## src/rtl/uart_rx_queue.sv

```systemverilog
module uart_rx_queue #(
  parameter int DEPTH         = 16,
  parameter int TICKS_PER_BIT = 16
) (
  input  logic       clk,
  input  logic       rst_n,
  input  logic       tick16,
  input  logic       fifo_en,
  input  logic       clr_fifo,
  input  logic [1:0] trig_sel,
  input  logic [1:0] wlen_sel,
  input  logic       rx_int_en,
  input  logic       wr_en,
  input  logic [7:0] wr_data,
  input  logic       wr_perr,
  input  logic       wr_ferr,
  input  logic       wr_brk,
  input  logic       rd_en,
  input  logic       lsr_rd,
  output logic [7:0] rd_data,
  output logic [2:0] err_tags,
  output logic       data_ready,
  output logic       overrun,
  output logic       rx_int,
  output logic       tout_int,
  output logic [$clog2(DEPTH+1)-1:0] fill
);
  localparam int AW      = $clog2(DEPTH);
  localparam int CW      = $clog2(DEPTH + 1);
  localparam int MAX_LIM = (4 * 8 + 12) * TICKS_PER_BIT;
  localparam int TW      = $clog2(MAX_LIM + 1);

  logic [10:0]   mem [DEPTH];
  logic [AW-1:0] wptr, rptr;
  logic [CW-1:0] cnt, cap, trig;
  logic [TW-1:0] tcnt, lim;
  logic          ovr, full, rd_ok, wr_ok, wr_drop, empty;

  assign empty   = (cnt == '0);
  assign cap     = fifo_en ? CW'(DEPTH) : CW'(1);
  assign full    = (cnt >= cap);
  assign rd_ok   = rd_en && !empty;
  assign wr_ok   = wr_en && (!full || rd_ok);
  assign wr_drop = wr_en && full && !rd_ok;
  assign lim     = TW'(((32'(wlen_sel) + 5) * 4 + 12) * TICKS_PER_BIT);

  always_comb begin
    case (trig_sel)
      2'd0:    trig = CW'(1);
      2'd1:    trig = CW'(4);
      2'd2:    trig = CW'(8);
      default: trig = CW'(14);
    endcase
  end

  always_ff @(posedge clk)
    if (wr_ok && !clr_fifo) mem[wptr] <= {wr_brk, wr_ferr, wr_perr, wr_data};

  always_ff @(posedge clk or negedge rst_n) begin
    if (!rst_n) begin
      wptr <= '0;
      rptr <= '0;
      cnt  <= '0;
    end else if (clr_fifo) begin
      wptr <= '0;
      rptr <= '0;
      cnt  <= '0;
    end else begin
      if (wr_ok) wptr <= wptr + 1'b1;
      if (rd_ok) rptr <= rptr + 1'b1;
      cnt <= cnt + CW'(wr_ok) - CW'(rd_ok);
    end
  end

  always_ff @(posedge clk or negedge rst_n) begin
    if (!rst_n)                                  tcnt <= '0;
    else if (clr_fifo || wr_ok || rd_ok || empty) tcnt <= '0;
    else if (tick16 && tcnt < lim)               tcnt <= tcnt + 1'b1;
  end

  always_ff @(posedge clk or negedge rst_n) begin
    if (!rst_n) ovr <= 1'b0;
    else        ovr <= (ovr && !lsr_rd) || (wr_drop && !clr_fifo);
  end

  assign rd_data    = empty ? 8'h00 : mem[rptr][7:0];
  assign err_tags   = empty ? 3'b000 : mem[rptr][10:8];
  assign data_ready = !empty;
  assign overrun    = ovr;
  assign fill       = cnt;
  assign rx_int     = rx_int_en && (fifo_en ? (cnt >= trig) : !empty);
  assign tout_int   = rx_int_en && fifo_en && !empty && (tcnt >= lim);
endmodule

```

## config.mk

```make
export PLATFORM = sky130hd
export DESIGN_NAME = uart_rx_queue
export DESIGN_NICKNAME = d
export VERILOG_FILES = /design/src/rtl/uart_rx_queue.sv
export SDC_FILE = /design/constraint.sdc
export NUM_CORES = 1
export LEC_CHECK = 0
export BUFFER_PORTS_ARGS = -buffer_cell sky130_fd_sc_hd__buf_2
export CAP_MARGIN = 20
export CORE_ASPECT_RATIO = 0.8
export CORE_MARGIN = 2
export CORE_UTILIZATION = 58
export CTS_CLUSTER_DIAMETER = 60
export CTS_CLUSTER_SIZE = 16
export DETAILED_ROUTE_END_ITERATION = 16
export GPL_ROUTABILITY_DRIVEN = 0
export PLACE_DENSITY = 0.78
export SLEW_MARGIN = 20
export SYNTH_ARGS = -nofsm -noshare
export SYNTH_HDL_FRONTEND = slang
export SYNTH_SLANG_ARGS = --single-unit
```

## constraint.sdc

```tcl
create_clock -name clk -period 8.3 [get_ports clk]
set_clock_uncertainty 0.15 [all_clocks]
set_input_delay 0.415 -clock clk [delete_from_list [all_inputs] [get_ports clk]]
set_output_delay 0.415 -clock clk [all_outputs]
set_load 0.01 [all_outputs]
```

== Yosys cells after proc, flatten, opt, wreduce, memory -nomap -nowiden ==
Memory sizes are Yosys's and may differ from the RTL's.
Cells that the tools add are included.

* Add/sub/neg operators: 7
* Multipliers: 0
* Divide/modulo/power cells: 0
* Order comparisons: 4
* Equality and inequality tests: 2
* Shifts and indexed selects: 0
* Multiplexer cells: 14
* Bitwise gates (word level): 0
* Reductions and logical operators: 27

{| class="wikitable"
|+ Operator list
! kind !! number
|-
| $mux 10 || 2
|-
| $mux 4 || 4
|-
| $logic_and 1x1->1 || 12
|-
| $pmux 4 s3 || 1
|-
| $add 10x1->10 const B || 1
|-
| $ge 10x10->1 || 1
|-
| $lt 10x10->1 || 1
|-
| $mux 5 || 2
|-
| $add 4x1->4 const B || 2
|-
| $mux 8 || 1
|-
| $add 6x4->6 const B || 1
|-
| $reduce_bool 2->1 || 3
|-
| $add 5x1->5 || 1
|-
| $ge 5x4->1 || 1
|-
| $ge 5x5->1 || 1
|-
| $logic_not 1->1 || 5
|-
| $logic_not 5->1 || 1
|-
| $logic_or 1x1->1 || 5
|-
| $sub 5x1->5 || 1
|-
| $add 2x3->4 const B || 1
|-
| $mux 1 || 3
|-
| $mux 3 || 1
|-
| $eq 2x1->1 const B || 1
|-
| $eq 2x2->1 const B || 1
|-
| $logic_not 2->1 || 1
|}

* Register bits after elaboration: 24
* Bits in latches: 0
* Bits in writable memories: 176
* ROM bits: 0
* Input port bits: 24
* Output and inout port bits: 20
* Word-level logic and storage cells: 60
* Memories kept: 1

{| class="wikitable"
|+ Memories
! memory !! words !! bits a word !! read ports !! clocked after Yosys merged registers in !! write ports !! RTL line !! source
|-
| mem || 16 || 11 || 1 || 0 || 1 || 33 || <nowiki>logic [10:0] mem [DEPTH];</nowiki>
|}

== Depth between registers and ports, before layout ==
Gate-level depths: netlist of the first run.

* Word-level depth: 9
* Mapped depth: 13
* Mapped depth without buffers: 13

== Worst setup path after synthesis of the first run ==
OpenSTA, ideal clock, no wires.

* Path kind: register to register
* Start point: reg cnt[1], in the netlist fill[1]
* End point: mem mem[10][0], enable pin
* Setup time: 0.393 ns
* Arrival: 2.423 ns
* Path slack: 5.334 ns
* Cell stages (with the launch flop): 8
* Path buffers: 1
* Clock period less this slack: 2.966 ns
* Path through: dfrtp_1 > inv_1 > ha_1 > nor2b_1 > o21a_1 > a2bb2oi_4 > buf_4 > nor3_1

* Cells in the longest elaborated chain, start to end: 8
* Elaborated cells on any way between the ends: 10
* Classes of those cells: order compare (1); mux (2); reduce/logical (7)

{| class="wikitable"
|+ RTL lines
! element !! RTL line !! source
|-
| start: declaration || 35 || <nowiki>logic [CW-1:0] cnt, cap, trig;</nowiki>
|-
| start signal: assignment || 71 || <nowiki>cnt <= cnt + CW'(wr_ok) - CW'(rd_ok);</nowiki>
|-
| branches (longest 3 deep; another with $ge 5x5->1) || n/a ||
|-
| $logic_or 1x1->1 * || 43 || <nowiki>assign wr_ok = wr_en && (!full || rd_ok);</nowiki>
|-
| $logic_and 1x1->1 * || 43 ||
|-
| $logic_and 1x1->1 * || 57 || <nowiki>if (wr_ok && !clr_fifo) mem[wptr] <= {wr_brk, wr_ferr, wr_perr, wr_data};</nowiki>
|-
| $mux 1 * || 57 ||
|-
| $mux 1 (not written as such) * || 57 ||
|-
| end: declaration || 33 ||
|}

Mark *: on every way between the ends.

== Worst setup path in the final report of the first run ==
* Start point: reg rptr[0]
* End point: out rd_data[7]

* Cells in the longest elaborated chain, start to end: 2

{| class="wikitable"
|+ RTL lines
! element !! RTL line !! source
|-
| start: declaration || 34 || <nowiki>logic [AW-1:0] wptr, rptr;</nowiki>
|-
| start signal: assignment || 70 || <nowiki>if (rd_ok) rptr <= rptr + 1'b1;</nowiki>
|-
| $mem_v2 16x11 || n/a ||
|-
| $mux 8 || 86 || <nowiki>assign rd_data = empty ? 8'h00 : mem[rptr][7:0];</nowiki>
|-
| end: declaration || 20 || <nowiki>output logic [7:0] rd_data,</nowiki>
|}

No other way between the ends.

==> flow_summary.json, run 1 <==
{
  "status": "complete, no violations",
  "hold_violations": 0,
  "p_per_area_nw_per_um2": 283,
  "avgSynthCellArea_um2": 17.3,
  "crit_path_end_kind": "output pin",
  "max_clock_freq_mhz": 285,
  "synth_cell_type_count": 54,
  "ant_nets": 0,
  "cts_sinks": 200,
  "drcViolationCount": 0,
  "combPwrFrac_pct": 27.7,
  "worstMarginPinSlew_ns": 1.08,
  "design_area_um2": 9510,
  "drive_above_1_share_pct": 26.0,
  "final-max-slew-violation-count": 0,
  "min_period_ns": 3.51,
  "antenna_found_initial": 0,
  "wl_um": 18100,
  "pwr-share-seq_pct": 44.5,
  "boundaryPins": 44,
  "p_leak_nw": 3.13,
  "drt-initial-drc-count": 632,
  "critPathKind": "register to output pin",
  "post_cts_resized": 0,
  "crit_arrival_ns": 2.95,
  "path_clk_slew_ns": 0.07,
  "critPathMaxFanout": 30,
  "syn_inst": 494,
  "synth-seq-cells": 200,
  "htreeDepth": 4,
  "synth_common_cells": "176 x edfxtp_1, 43 x mux4_2, 24 x dfrtp_1",
  "netlist_area_um2": 8520,
  "finalNetCount": 587,
  "drv_cap": 0,
  "design.die.area_um2": 15700,
  "vias": 4726,
  "yosysTopAreaCellShare_pct": 62.0,
  "dr.pass1.iters": 7,
  "cts_tree": "done",
  "yosys-top-cells-area": "edfxtp_1 62%, mux4_2 11%, dfrtp_1 7.0%",
  "synth_fp_nets": 541,
  "viasPerCell": 6.41,
  "hp-class": "input pin to register",
  "ctsLongestPathBuffers": 2,
  "p_sw_uw": 845,
  "area_growth_syn_to_layout_pct": 11.6,
  "clk-insertion-delay-late_ns": 0.43,
  "yosysMostFrequentCell": "edfxtp_1",
  "hpwl_um": 11600,
  "yosys_warnings": 0,
  "yosysTopAreaCell": "edfxtp_1",
  "yosysSeqAreaShare_pct": 69.1,
  "pwr-share-clk_pct": 27.7,
  "die_width_um": 140,
  "p_sw_share_pct": 31.4,
  "synth_edf_count": 176,
  "postCtsSetupBuffers": 0,
  "die_y_um": 112,
  "cts_buffers": 17,
  "rows": 39,
  "max-vdd-ir-drop_mv": 0.154,
  "critPathRequiredTime_ns": 7.74,
  "setup_viol": 0,
  "drt-wirelength-per-cell_um": 24.5,
  "period_share_pct": 42.3,
  "diodes": 0,
  "synth-main-ff-cell": "edfxtp_1",
  "core_area_um2": 14300,
  "grt-ovfl-total": 0,
  "cts_hold_buffers": 2,
  "slew_headroom_pct": 27.4,
  "fin_setup_tns_ns": 0,
  "portBuffers": 43,
  "grt_use_total_pct": 24.2,
  "grt_first_pass_wirelength_um": 27600,
  "grt_pass1_vias": 4616,
  "grt_max_degree": 50,
  "rsz0062_at_grt": "no",
  "cp-start-kind": "register",
  "initial_core_util_pct": 59.6,
  "cts_root_buffer": "clkbuf_16",
  "async_reset_ff_share_pct": 12.0,
  "intPower_mw": 1.85,
  "dpl-instance-area_um2": 8940
}
-- state kept, by name (all words and copies together) (netlist names) --
name,count
fill,5
mem,176
overrun,1
rptr,4
tcnt,10
wptr,4
-- worst paths after layout --
check	start	to	slack, ns	depth (start not counted)
setup / recovery	rptr[0]$_DFFE_PN0P_	rd_data[7]	4.79	5
hold / removal	wr_en	overrun$_DFF_PN0_	0.17	3
setup reg to reg	fill[1]$_DFF_PN0_	mem[13][9]$_DFFE_PP_	5.19	6
hold reg to reg	overrun$_DFF_PN0_	overrun$_DFF_PN0_	0.39	2
max in group asynchronous	rst_n	rptr[1]$_DFFE_PN0P_	7.23	2
min in group asynchronous	rst_n	tcnt[0]$_DFFE_PN0P_	0.36	2
-- power groups by stage --
stage,clock network [mW],logic [mW],registers [mW]
after global routing,0.793,0.802,1.21
after global placement,0,0.717,1.22
after detailed placement,0,0.737,1.22
after CTS,0.752,0.743,1.20
after floorplan,0,0.533,1.20
final,0.747,0.747,1.20
-- layer usage --
layer,part of all wire (%),GRT usage (%)
met4,1.6,6.67
met3,7.3,6.23
met2,47,36.4
met1,44,35.9
met5,0,0
-- worst max-delay path: stages, from the launching register on --
cell and delay, ns:
dfrtp_2 0.74, buf_4 0.59, mux4_2 0.62, a22oi_1 0.26, o21ai_1 0.11, buf_2 0.16
-- through the flow --
step	setup slack, ns	util [%]	hold WS (ns)	instances	power, mW
3_3_place_gp	5.17	62.5	0.276	702	1.93
3_5_place_dp	5.15	62.6	0.292	702	1.96
5_1_grt	4.53	66.5	0.190	737	2.80
4_1_cts	4.72	66.4	0.167	736	2.69
6_report	4.79	66.5	0.173	737	2.69
2_1_floorplan	5.33	-	-0.0306	494	1.73
-- cell type report --
type	instances	area [um2]
inverter	23	86.3
clock inverter	15	104
fill	912	4790
tap	184	230
sequential	200	5890
multi-input combinational	250	2510
timing repair buffer	48	262
clock buffer	17	425
-- kinds of logic (layout without fill, tap and decap cells) --
family,count (synthesis),count (layout),share of synthesized area [%]
DFF,200,200,69.1
muxes,57,57,13.0
and+or+nand+nor,99,99,6.25
xor gates and xnor gates,5,5,0.514
adders and majority gates,23,23,3.46
AOI/OAI and AO/OA,66,66,5.18
buffers and inverters,44,103,2.50
-- layout by cell type, fill, tap and decap left out, drive strengths merged, types with 2 or more instances in the layout --
master / n
o31ai: 5
dlygate4sd3: 2
nor3: 19
nor3b: 2
edfxtp: 176
inv: 25
mux2i: 12
clkinv: 8
clkinvlp: 5
nand4: 5
nor2: 15
or4: 5
xnor2: 2
clkbuf: 17
o21ai: 18
ha: 22
a22oi: 11
nand3: 9
xor2: 3
nand2b: 4
mux2: 2
nor4: 2
dfrtp: 24
or3: 4
a21oi: 17
o21bai: 2
nand2: 22
mux4: 43
buf: 46
nor2b: 7
(Power assumes the default switching activity.)
==> run 2, diff against run 1 <==
--- a/config.mk
+++ b/config.mk
@@ -5,6 +5,7 @@
 export SDC_FILE = /design/constraint.sdc
 export NUM_CORES = 1
 export LEC_CHECK = 0
+export ABC_AREA = 1
 export BUFFER_PORTS_ARGS = -buffer_cell sky130_fd_sc_hd__buf_2
 export CAP_MARGIN = 20
 export CORE_ASPECT_RATIO = 0.8
==> constraint.sdc (replaced) <==
create_clock -name clk -period 3.3 [get_ports clk]
set_clock_uncertainty 0.15 [all_clocks]
set_input_delay 0.165 -clock clk [delete_from_list [all_inputs] [get_ports clk]]
set_output_delay 0.165 -clock clk [all_outputs]
set_load 0.01 [all_outputs]
==> run 2 against run 1 <==
Register-to-register slack lost 4.7 ns; critical path depth increased by 10; final area rose by 6.8%; combinational power rose to 2.7 times the previous value; largest cell class unchanged; count of clock-buffer cells in the layout rose by 3; largest power group unchanged.
==> flow_summary.json, run 2 <==
{
  "status": "complete, no violations",
  "synth-main-ff-cell": "edfxtp_1",
  "grt_first_pass_wirelength_um": 29000,
  "grt-ovfl-total": 0,
  "grt_pass1_vias": 5538,
  "crit_path_cell_trace": "inv_1 > ha_1 > nand2_1 > inv_2 > nand3_2 > nand2_2 > or2_1 > nand2_1 > ha_1 > fa_1 > nand2_1 > nand2_1 > a21oi_1 > xor2_1 > nor2_1",
  "synth_fp_nets": 890,
  "hold_violations": 0,
  "cts_buffers": 17,
  "crit_path_max_incr_delay_ns": 0.41,
  "critPathMostFrequentCell": "nand2_1",
  "grt_max_degree": 79,
  "critPathKind": "register to register",
  "path_clk_slew_ns": 0.07,
  "portBuffers": 43,
  "netlist_area_um2": 8970,
  "design.die.area_um2": 16500,
  "worstMarginPinSlew_ns": 0.595,
  "max-vdd-ir-drop_mv": 0.425,
  "yosysTopAreaCell": "edfxtp_1",
  "viasPerCell": 5.41,
  "largest-register": "mem",
  "instances_no_fill": 1128,
  "reg2reg_depth": 15,
  "drcViolationCount": 0,
  "core_area_um2": 15100,
  "drt-wirelength-per-cell_um": 16.6,
  "drive_above_1_share_pct": 11.8,
  "slew_headroom_pct": 60.3,
  "p_per_area_nw_per_um2": 684,
  "largest_register_ffs": 176,
  "max_clock_freq_mhz": 352,
  "dr.pass1.iters": 5,
  "reg2reg_setup_slack_ns": 0.46,
  "yosys_warnings": 0,
  "drv_cap": 0,
  "grt_use_total_pct": 23.7,
  "synth_common_cells": "274 x nand2_1, 176 x edfxtp_1, 148 x nand3_1",
  "fin_util_pct": 67.4,
  "hp-class": "input pin to async pin",
  "synth_cell_type_count": 32,
  "synth-seq-cells": 200,
  "total_power_mw": 6.94,
  "holdWs_ns": 0.101,
  "async_reset_ff_share_pct": 12.0,
  "yosysMostFrequentCell": "nand2_1",
  "final_common_cell": "nand2_1",
  "ant_nets": 0,
  "antenna_found_initial": 0,
  "yosysSeqAreaShare_pct": 65.6,
  "yosys-top-cells-area": "edfxtp_1 59%, nand2_1 11%, nand3_1 8.3%",
  "cts_root_buffer": "clkbuf_16",
  "crit_path_end_kind": "register",
  "syn_inst": 843,
  "hpwl_um": 11300,
  "initial_core_util_pct": 59.5,
  "dp_cells": 1079,
  "multi_input_area_um2": 2680,
  "die_width_um": 143,
  "synth_edf_count": 176,
  "r2r_end": "fill[4]$_DFF_PN0_",
  "n_fill_cell": 1121,
  "finalNetCount": 953,
  "boundaryPins": 44,
  "regToRegStartpoint": "fill[2]$_DFF_PN0_",
  "rows": 40,
  "drt-initial-drc-count": 587,
  "crit_arrival_ns": 3.01,
  "crit_path_top_delay_cell": "dfrtp_1",
  "clk-insertion-delay-late_ns": 0.44,
  "final-max-slew-violation-count": 0,
  "cts_sinks": 200,
  "cp-start-kind": "register",
  "setup_viol": 0,
  "avgSynthCellArea_um2": 10.6,
  "min_period_ns": 2.84,
  "ctsLongestPathBuffers": 2,
  "postCtsSetupBuffers": 0,
  "area_growth_syn_to_layout_pct": 13.2,
  "diodes": 0,
  "die_y_um": 115,
  "p_leak_nw": 4.01,
  "period_share_pct": 86.0,
  "critPathMaxFanout": 11,
  "yosysTopAreaCellShare_pct": 58.9,
  "cts_tree": "done",
  "fin_setup_tns_ns": 0,
  "wl_um": 18700,
  "rsz0062_at_grt": "no",
  "htreeDepth": 4,
  "vias": 6097,
  "layout_common_cells": "274 x nand2_1, 176 x edfxtp_1, 148 x nand3_1",
  "seqCellArea_um2": 5890,
  "critPathRequiredTime_ns": 3.48
}
[run 2: how the worst max path moves through the flow]
stage                      start                end  slack [ns]  cells after the start
2_1_floorplan  fill[2]$_DFF_PN0_  fill[4]$_DFF_PN0_        0.60                     16
3_3_place_gp   fill[2]$_DFF_PN0_  fill[4]$_DFF_PN0_        0.57                     15
3_5_place_dp   fill[2]$_DFF_PN0_  fill[4]$_DFF_PN0_        0.47                     15
4_1_cts        fill[2]$_DFF_PN0_  fill[4]$_DFF_PN0_        0.46                     15
5_1_grt        fill[2]$_DFF_PN0_  fill[4]$_DFF_PN0_        0.13                     15
6_report       fill[2]$_DFF_PN0_  fill[4]$_DFF_PN0_        0.46                     15
[run 2: per-layer routing]
metal	vias to the layer above	part of all wire (%)	GRT usage, %
met5	-	0	0
li1	2998	-	-
met2	222	47	36.1
met4	0	2.3	9.70
met1	2840	44	34.3
met3	37	6.6	4.46
[run 2: power by group]
part	internal (mW)	switching, mW
clock	1.17	0.844
sequential	2.85	0.0633
combinational	0.653	1.36
total	4.68	2.27
[run 2: logic make-up after synthesis]
logic type               synth area share, %
adder cells (fa/ha/maj)                 3.29
XOR/XNOR                               0.977
buffers and inverters                   4.49
flip-flops                              65.6
AO/OA/AOI/OAI                           1.81
AND/OR/NAND/NOR                         23.8
[run 2: cell type report]
cell class              instances  area share, %
clock buffers                  20           4.30
multi-input cells             558           26.4
clock inverters                11           1.29
repair buffers                 85           5.79
well taps                     210           2.59
inverters                      44           1.65
flip-flops and latches        200           58.0
[run 2: worst max-delay path: cells and delay by family (launching register included)]
kind            cells  cell delay, ns
simple gates        8            0.90
fa+ha+maj           3            0.77
flops               1            0.41
buf+inv             2            0.21
xor+xnor            1            0.16
compound gates      1            0.15
[run 2: metrics by stage]
step | area [um2] | setup slack, ns
after floorplan | 8970 | 0.602
after CTS | 10200 | 0.462
after global routing | 10200 | 0.129
after detailed placement | 9400 | 0.473
final | 10200 | 0.463
after global placement | 9400 | 0.572
[run 2: what timing repair did]
| action | CTS | global route |
|---|---|---|
| resized for setup | 0 | 0 |
| hold buffers | 18 | 0 |
| hold endpoints to repair | 220 | 0 |
